## src/rtl/dch_pkg.sv

```systemverilog
package dch_pkg;

    typedef enum logic [2:0] {
        S_IDLE   = 3'd0,
        S_GATHER = 3'd1,
        S_LEAD   = 3'd2,
        S_LOW    = 3'd3,
        S_HIGH   = 3'd4,
        S_TRAIL  = 3'd5,
        S_GAP    = 3'd6
    } dch_state_t;

    function automatic int max_of2(input int a, input int b);
        return (a > b) ? a : b;
    endfunction

endpackage

```

## src/rtl/dch_timer.sv

```systemverilog
// Down-counting phase timer: loaded with (length-1) on state entry.
module dch_timer #(
    parameter int CNT_W = 3
) (
    input  logic             clk,
    input  logic             rst_n,
    input  logic             load,
    input  logic [CNT_W-1:0] load_val,
    output logic             expired
);

    logic [CNT_W-1:0] cnt_q;

    always_ff @(posedge clk or negedge rst_n) begin
        if (!rst_n) begin
            cnt_q <= '0;
        end else if (load) begin
            cnt_q <= load_val;
        end else if (cnt_q != '0) begin
            cnt_q <= cnt_q - 1'b1;
        end
    end

    assign expired = (cnt_q == '0);

    AST_TMR_COUNTDOWN: assert property (@(posedge clk) disable iff (!rst_n)
        (!load && cnt_q != '0) |=> (cnt_q == $past(cnt_q) - CNT_W'(1)));

endmodule

```

## src/rtl/dch_frame_buf.sv

```systemverilog
// Frame store: one word register per device slot, chained into one
// long left-shifting register while the frame is being sent.
module dch_frame_buf #(
    parameter int NUM_DEV = 3,
    parameter int WORD_W  = 16
) (
    input  logic              clk,
    input  logic              rst_n,
    input  logic              wr_en,
    input  logic [WORD_W-1:0] wr_data,
    input  logic              shift,
    output logic              last_slot,
    output logic              msb
);

    localparam int IDX_W = (NUM_DEV > 1) ? $clog2(NUM_DEV) : 1;

    logic [IDX_W-1:0] idx_q;

    assign last_slot = (idx_q == IDX_W'(NUM_DEV - 1));

    always_ff @(posedge clk or negedge rst_n) begin
        if (!rst_n) begin
            idx_q <= '0;
        end else if (wr_en) begin
            idx_q <= last_slot ? '0 : idx_q + 1'b1;
        end
    end

    for (genvar k = 0; k < NUM_DEV; k++) begin : g_slot
        logic [WORD_W-1:0] word_q;
        logic              fill;

        if (k == 0) begin : g_head
            assign fill = 1'b0;
        end else begin : g_link
            assign fill = g_slot[k-1].word_q[WORD_W-1];
        end

        always_ff @(posedge clk or negedge rst_n) begin
            if (!rst_n) begin
                word_q <= '0;
            end else if (shift) begin
                word_q <= {word_q[WORD_W-2:0], fill};
            end else if (wr_en && (idx_q == IDX_W'(k))) begin
                word_q <= wr_data;
            end
        end
    end

    assign msb = g_slot[NUM_DEV-1].word_q[WORD_W-1];

    AST_WR_SHIFT_EXCL: assert property (@(posedge clk) disable iff (!rst_n)
        !(wr_en && shift));

    AST_SLOT_RESTART: assert property (@(posedge clk) disable iff (!rst_n)
        (wr_en && last_slot) |=> (idx_q == '0));

endmodule

```

## src/rtl/dac_chain_host.sv

```systemverilog
module dac_chain_host
    import dch_pkg::*;
#(
    parameter int NUM_DEV = 3,
    parameter int WORD_W  = 16,
    parameter int T_LEAD  = 3,
    parameter int T_LOW   = 2,
    parameter int T_HIGH  = 2,
    parameter int T_TRAIL = 1,
    parameter int T_GAP   = 4
) (
    input  logic              clk,
    input  logic              rst_n,
    input  logic              in_valid,
    output logic              in_ready,
    input  logic [WORD_W-1:0] in_data,
    output logic              ser_clk,
    output logic              ser_dat,
    output logic              ser_sel_n,
    output logic              busy,
    output logic              done
);

    localparam int FRAME_W = NUM_DEV * WORD_W;
    localparam int BIT_W   = $clog2(FRAME_W + 1);
    localparam int T_MAX   = max_of2(max_of2(max_of2(T_LEAD, T_LOW),
                                             max_of2(T_HIGH, T_TRAIL)), T_GAP);
    localparam int TMR_W   = max_of2($clog2(T_MAX + 1), 1);

    dch_state_t       state_q, state_n;
    logic [BIT_W-1:0] bits_left_q;
    logic             accept;
    logic             last_slot;
    logic             shift;
    logic             tmr_exp;
    logic             tmr_load;
    logic [TMR_W-1:0] tmr_val;
    int               phase_len;

    assign in_ready = (state_q == S_IDLE) || (state_q == S_GATHER);
    assign accept   = in_valid && in_ready;
    assign shift    = (state_q == S_HIGH) && tmr_exp;

    // next-state logic
    always_comb begin
        state_n = state_q;
        unique case (state_q)
            S_IDLE:   if (accept) state_n = last_slot ? S_LEAD : S_GATHER;
            S_GATHER: if (accept && last_slot) state_n = S_LEAD;
            S_LEAD:   if (tmr_exp) state_n = S_LOW;
            S_LOW:    if (tmr_exp) state_n = S_HIGH;
            S_HIGH:   if (tmr_exp) state_n = (bits_left_q == BIT_W'(1)) ? S_TRAIL : S_LOW;
            S_TRAIL:  if (tmr_exp) state_n = S_GAP;
            S_GAP:    if (tmr_exp) state_n = S_IDLE;
            default:  state_n = S_IDLE;
        endcase
    end

    // state register
    always_ff @(posedge clk or negedge rst_n) begin
        if (!rst_n) begin
            state_q <= S_IDLE;
        end else begin
            state_q <= state_n;
        end
    end

    // registered outputs, decoded from the next state
    always_ff @(posedge clk or negedge rst_n) begin
        if (!rst_n) begin
            ser_sel_n <= 1'b1;
            ser_clk   <= 1'b0;
            busy      <= 1'b0;
            done      <= 1'b0;
        end else begin
            ser_sel_n <= !((state_n == S_LEAD) || (state_n == S_LOW) ||
                           (state_n == S_HIGH) || (state_n == S_TRAIL));
            ser_clk   <= (state_n == S_HIGH);
            busy      <= (state_n != S_IDLE);
            done      <= (state_q == S_GAP) && tmr_exp;
        end
    end

    // remaining-bit counter
    always_ff @(posedge clk or negedge rst_n) begin
        if (!rst_n) begin
            bits_left_q <= '0;
        end else if (accept && last_slot) begin
            bits_left_q <= BIT_W'(FRAME_W);
        end else if (shift) begin
            bits_left_q <= bits_left_q - 1'b1;
        end
    end

    // phase length of the state being entered
    always_comb begin
        case (state_n)
            S_LEAD:  phase_len = T_LEAD;
            S_LOW:   phase_len = T_LOW;
            S_HIGH:  phase_len = T_HIGH;
            S_TRAIL: phase_len = T_TRAIL;
            S_GAP:   phase_len = T_GAP;
            default: phase_len = 1;
        endcase
    end

    assign tmr_load = (state_n != state_q);
    assign tmr_val  = TMR_W'(phase_len - 1);

    dch_timer #(
        .CNT_W (TMR_W)
    ) u_timer (
        .clk      (clk),
        .rst_n    (rst_n),
        .load     (tmr_load),
        .load_val (tmr_val),
        .expired  (tmr_exp)
    );

    dch_frame_buf #(
        .NUM_DEV (NUM_DEV),
        .WORD_W  (WORD_W)
    ) u_frame (
        .clk       (clk),
        .rst_n     (rst_n),
        .wr_en     (accept),
        .wr_data   (in_data),
        .shift     (shift),
        .last_slot (last_slot),
        .msb       (ser_dat)
    );

    AST_CLK_LOW_DESEL: assert property (@(posedge clk) disable iff (!rst_n)
        ser_sel_n |-> !ser_clk);

    AST_SEL_FALL_CLK: assert property (@(posedge clk) disable iff (!rst_n)
        $fell(ser_sel_n) |-> (!ser_clk && !$past(ser_clk)));

    AST_DAT_HOLD_HIGH: assert property (@(posedge clk) disable iff (!rst_n)
        (ser_clk && $past(ser_clk)) |-> $stable(ser_dat));

    AST_NO_ACCEPT_FRAME: assert property (@(posedge clk) disable iff (!rst_n)
        !ser_sel_n |-> !in_ready);

    AST_FRAME_BITS: assert property (@(posedge clk) disable iff (!rst_n)
        $rose(ser_sel_n) |-> (bits_left_q == '0));

    AST_DONE_SINGLE: assert property (@(posedge clk) disable iff (!rst_n)
        done |=> !done);

    AST_DONE_IDLE: assert property (@(posedge clk) disable iff (!rst_n)
        done |-> (!busy && $past(busy)));

endmodule

```

## config.mk

```make
export PLATFORM = sky130hd
export DESIGN_NAME = dac_chain_host
export DESIGN_NICKNAME = d
export VERILOG_FILES = /design/src/rtl/dch_pkg.sv /design/src/rtl/dch_timer.sv /design/src/rtl/dch_frame_buf.sv /design/src/rtl/dac_chain_host.sv
export SDC_FILE = /design/constraint.sdc
export NUM_CORES = 1
export LEC_CHECK = 0
export ABC_AREA = 1
export BUFFER_PORTS_ARGS = -buffer_cell sky130_fd_sc_hd__buf_2
export CAP_MARGIN = 20
export CELL_PAD_IN_SITES_DETAIL_PLACEMENT = 0
export CELL_PAD_IN_SITES_GLOBAL_PLACEMENT = 1
export CORE_MARGIN = 4
export CORE_UTILIZATION = 50
export CTS_BUF_LIST = sky130_fd_sc_hd__clkbuf_4
export DETAILED_ROUTE_END_ITERATION = 7
export PLACE_DENSITY = 0.84
export SLEW_MARGIN = 20
export SYNTH_ARGS = -nofsm -noshare
export SYNTH_HDL_FRONTEND = slang
export SYNTH_HIERARCHICAL = 1
export SYNTH_SLANG_ARGS = --single-unit
```

## constraint.sdc

```tcl
create_clock -name clk -period 3.2 [get_ports clk]
set_input_delay 0.64 -clock clk [delete_from_list [all_inputs] [get_ports clk]]
set_output_delay 0.64 -clock clk [all_outputs]
set_load 0.05 [all_outputs]
```

==> reports/metrics.yaml <==
global_route:
  gr-usage-met1_pct: 26.38
  track_usage_pct: 20.11
  grt_use_met2_pct: 33.47
  antenna_found_initial: 0
  grt-ovfl-total: 0
  grt_pass1_wl_mm: 13.89
  top_usage_layer: "met2"
  met3_usage_pct: 3.981
  grt_pass1_vias: 2994
  grt_max_degree: 69
clock_network:
  ctsHtreeMaxLevel: 3
  postCtsResizedCells: 0
  clockBufferDepth: 2
  cts_buffers: 9
  cts_sinks: 66
  cts_tree: "yes"
  post_cts_buffers: 0
  clk_pin_slew_ns: 0.10
  cts-root-buf: "clkbuf_4"
  cts_hold_buf: 0
  clock_latency_ns: 0.39
timing:
  worst-slew-pin-transition_ns: 0.6262
  hold_violations: 0
  setup_viol: 0
  slew_headroom_pct: 58.25
  rsz0062_at_grt: "false"
  timing.fmax_ghz: 0.4239
  finalMaxSlewViolations: 0
  skew_ns: 0.01196
  period_needed_ns: 2.359
  finalCritPeriodShare_pct: 73.72
  postLayoutSetupSlackWorst_ns: 0.8410
  setup_tns_ns: 0
synthesis:
  synthFlopType: "dfrtp_1"
  synth_cell_types: 31
  yosysSeqAreaShare_pct: 46.37
  synth_warnings: 6
  syn_area_sq_um: 3565
  syn_area_per_cell_sq_um: 7.473
  synth_edf_count: 0
  synth_top_area_share_pct: 45.63
  synth.most_common_cell: "nand2_1"
  synth_nets: 500
  synthCells: 477
  ys_top_cells_by_count: "nand2_1, dfrtp_1, nand3_1"
  synth.area.top_cells: "dfrtp_1, nand2_1, nand3_1"
  ys_ff_latch: 66
  async_flop_share_pct: 100.0
  yosys.area.top_type: "dfrtp_1"
floorplan:
  core_region_area_sq_um: 6869
  die_x_microns: 92.44
  initial_core_util_pct: 51.89
  num_rows: 30
  die_h_microns: 92.44
  pin_count: 25
  die-area_sq_um: 8544
routing:
  drt_iter0_drc: 157
  ant_nets: 0
  detail_route.first_pass.iterations: 4
  drc: 0
  routed_wl_mm: 7.773
  wl_per_cell_microns: 13.00
  via_per_inst: 5.013
  num_vias: 2998
layout:
  multiInputGateArea_sq_um: 1682
  seq_area_sq_um: 1653
  drive_above_1_share_pct: 14.54
  num-fill-cells: 694
  n_antenna_cell: 0
  area_growth_pct: 7.968
  nNetsFinal: 522
critical_path:
  cp_slowest_stage_delay_ns: 0.40
  rr_startpoint: "u_timer/cnt_q[0]"
  worstPathCellList: "inv_1, ha_1, inv_1, nor2_2, inv_1, nor2_8, nand2_1, nand2_1, nand2_2, nand3_1, nand3_2, nand2_1, o21ai_0, nand2_1, nand2_1"
  setup.worst_path.end_class: "flop"
  startpoint_type: "flop"
  crit_start: "u_timer/cnt_q[0]"
  crit_type: "reg2reg"
  crit_arrival_ns: 2.65
  cp_slowest_cell: "dfrtp_1"
  cp.required_ns: 3.49
  crit_path_frequent_cell: "nand2_1"
  worst-path-max-fanout: 19
placement:
  dp_hpwl_mm: 4.971
  numPortBuffers: 24
  dp_slack_ns: 0.8336
  gp_congestion: 0.8199
power_and_ir_drop:
  ir_drop_v: 0.0004799
  power_density_nw_per_um2: 885.8
  leakage_nw: 2.128
worst_hold_path:
  hold_class: "in2async"
outcome:
  outcome: "finished clean"
run:
  maxCapViolCount: 0
==> critical path: cells and delay by family, from the launching register on <==
family                     cells  cell delay (ns)
DFF                            1             0.40
buffers and inverters          3             0.33
adders and majority gates      1             0.18
and+or+nand+nor               10             1.29
AOI/OAI and AO/OA              1             0.08
==> stage by stage <==
step	hold WS (ns)	area [sq um]	power, mW	instances	util, %
after floorplan	0.3444	3565	2.622	477	-
after global placement	0.4654	3734	2.884	584	54.35
after detailed placement	0.4775	3734	2.923	584	54.35
after CTS	0.2443	3849	3.451	598	56.03
after global routing	0.2743	3849	3.752	598	56.03
final	0.2536	3849	3.409	598	56.03
==> where the power goes <==
part	total, mW	internal [mW]	leakage [nW]	switching, mW
logic	1.44	0.485	1.25	0.960
clock network	0.502	0.223	0.0665	0.279
registers	1.46	1.23	0.815	0.234
==> sequential cells by signal (all words and copies together) (netlist names) <==
name / flops
u_timer/cnt_q: 3
u_frame/g_slot.word_q: 48
done: 1
busy: 1
bits_left_q: 6
ser_clk: 1
ser_sel_n: 1
u_frame/idx_q: 2
state_q: 3
==> layout make-up <==
cell class	count	share of cell area, %
clock buffer	9	1.756
clock inverter	5	1.235
inverter	27	2.633
timing repair buffer	30	4.616
tap	96	3.121
sequential	66	42.95
multi-input combinational	365	43.69
==> cells by family after synthesis <==
| family | count (synthesis) | synth area share (%) |
|---|---|---|
| and+or+nand+nor | 345 | 43.00 |
| DFF | 66 | 46.37 |
| buffers and inverters | 46 | 6.458 |
| AOI/OAI and AO/OA | 14 | 2.422 |
| adders and majority gates | 4 | 1.404 |
| xor gates and xnor gates | 1 | 0.2457 |
| other | 1 | 0.1052 |
==> layout by cell type, fill, tap and decap left out, types with 3 or more instances in the layout <==
master,netlist,layout
buf_2,10,24
nand3_1,58,58
inv_2,6,6
nand2_1,247,247
buf_4,5,5
inv_1,20,20
clkbuf_4,0,9
nand2_4,6,6
nand3_4,3,3
nor2_1,13,13
nand3_2,4,4
dfrtp_1,65,65
ha_1,4,4
o21ai_0,8,8
nand2_2,5,5
nand4_1,4,4
clkinv_1,1,3
==> metal layers <==
layer | vias to the layer above | part of all wire, %
met2 | 53 | 46
li1 | 1536 | -
met3 | 10 | 3.7
met4 | 0 | 1.2
met5 | - | 0
met1 | 1399 | 49
==> final timing paths <==
check | to | slack (ns) | depth (start not counted)
max | u_timer/cnt_q[1] | 0.84 | 15
max in group asynchronous | u_frame/g_slot[1].word_q[14] | 2.17 | 2
max reg2reg | u_timer/cnt_q[1] | 0.84 | 15
min | bits_left_q[2] | 0.25 | 1
min reg2reg | u_timer/cnt_q[1] | 0.50 | 2
min in group clk | u_timer/cnt_q[1] | 0.50 | 2
Note: power is estimated with default switching activity, not from simulation.
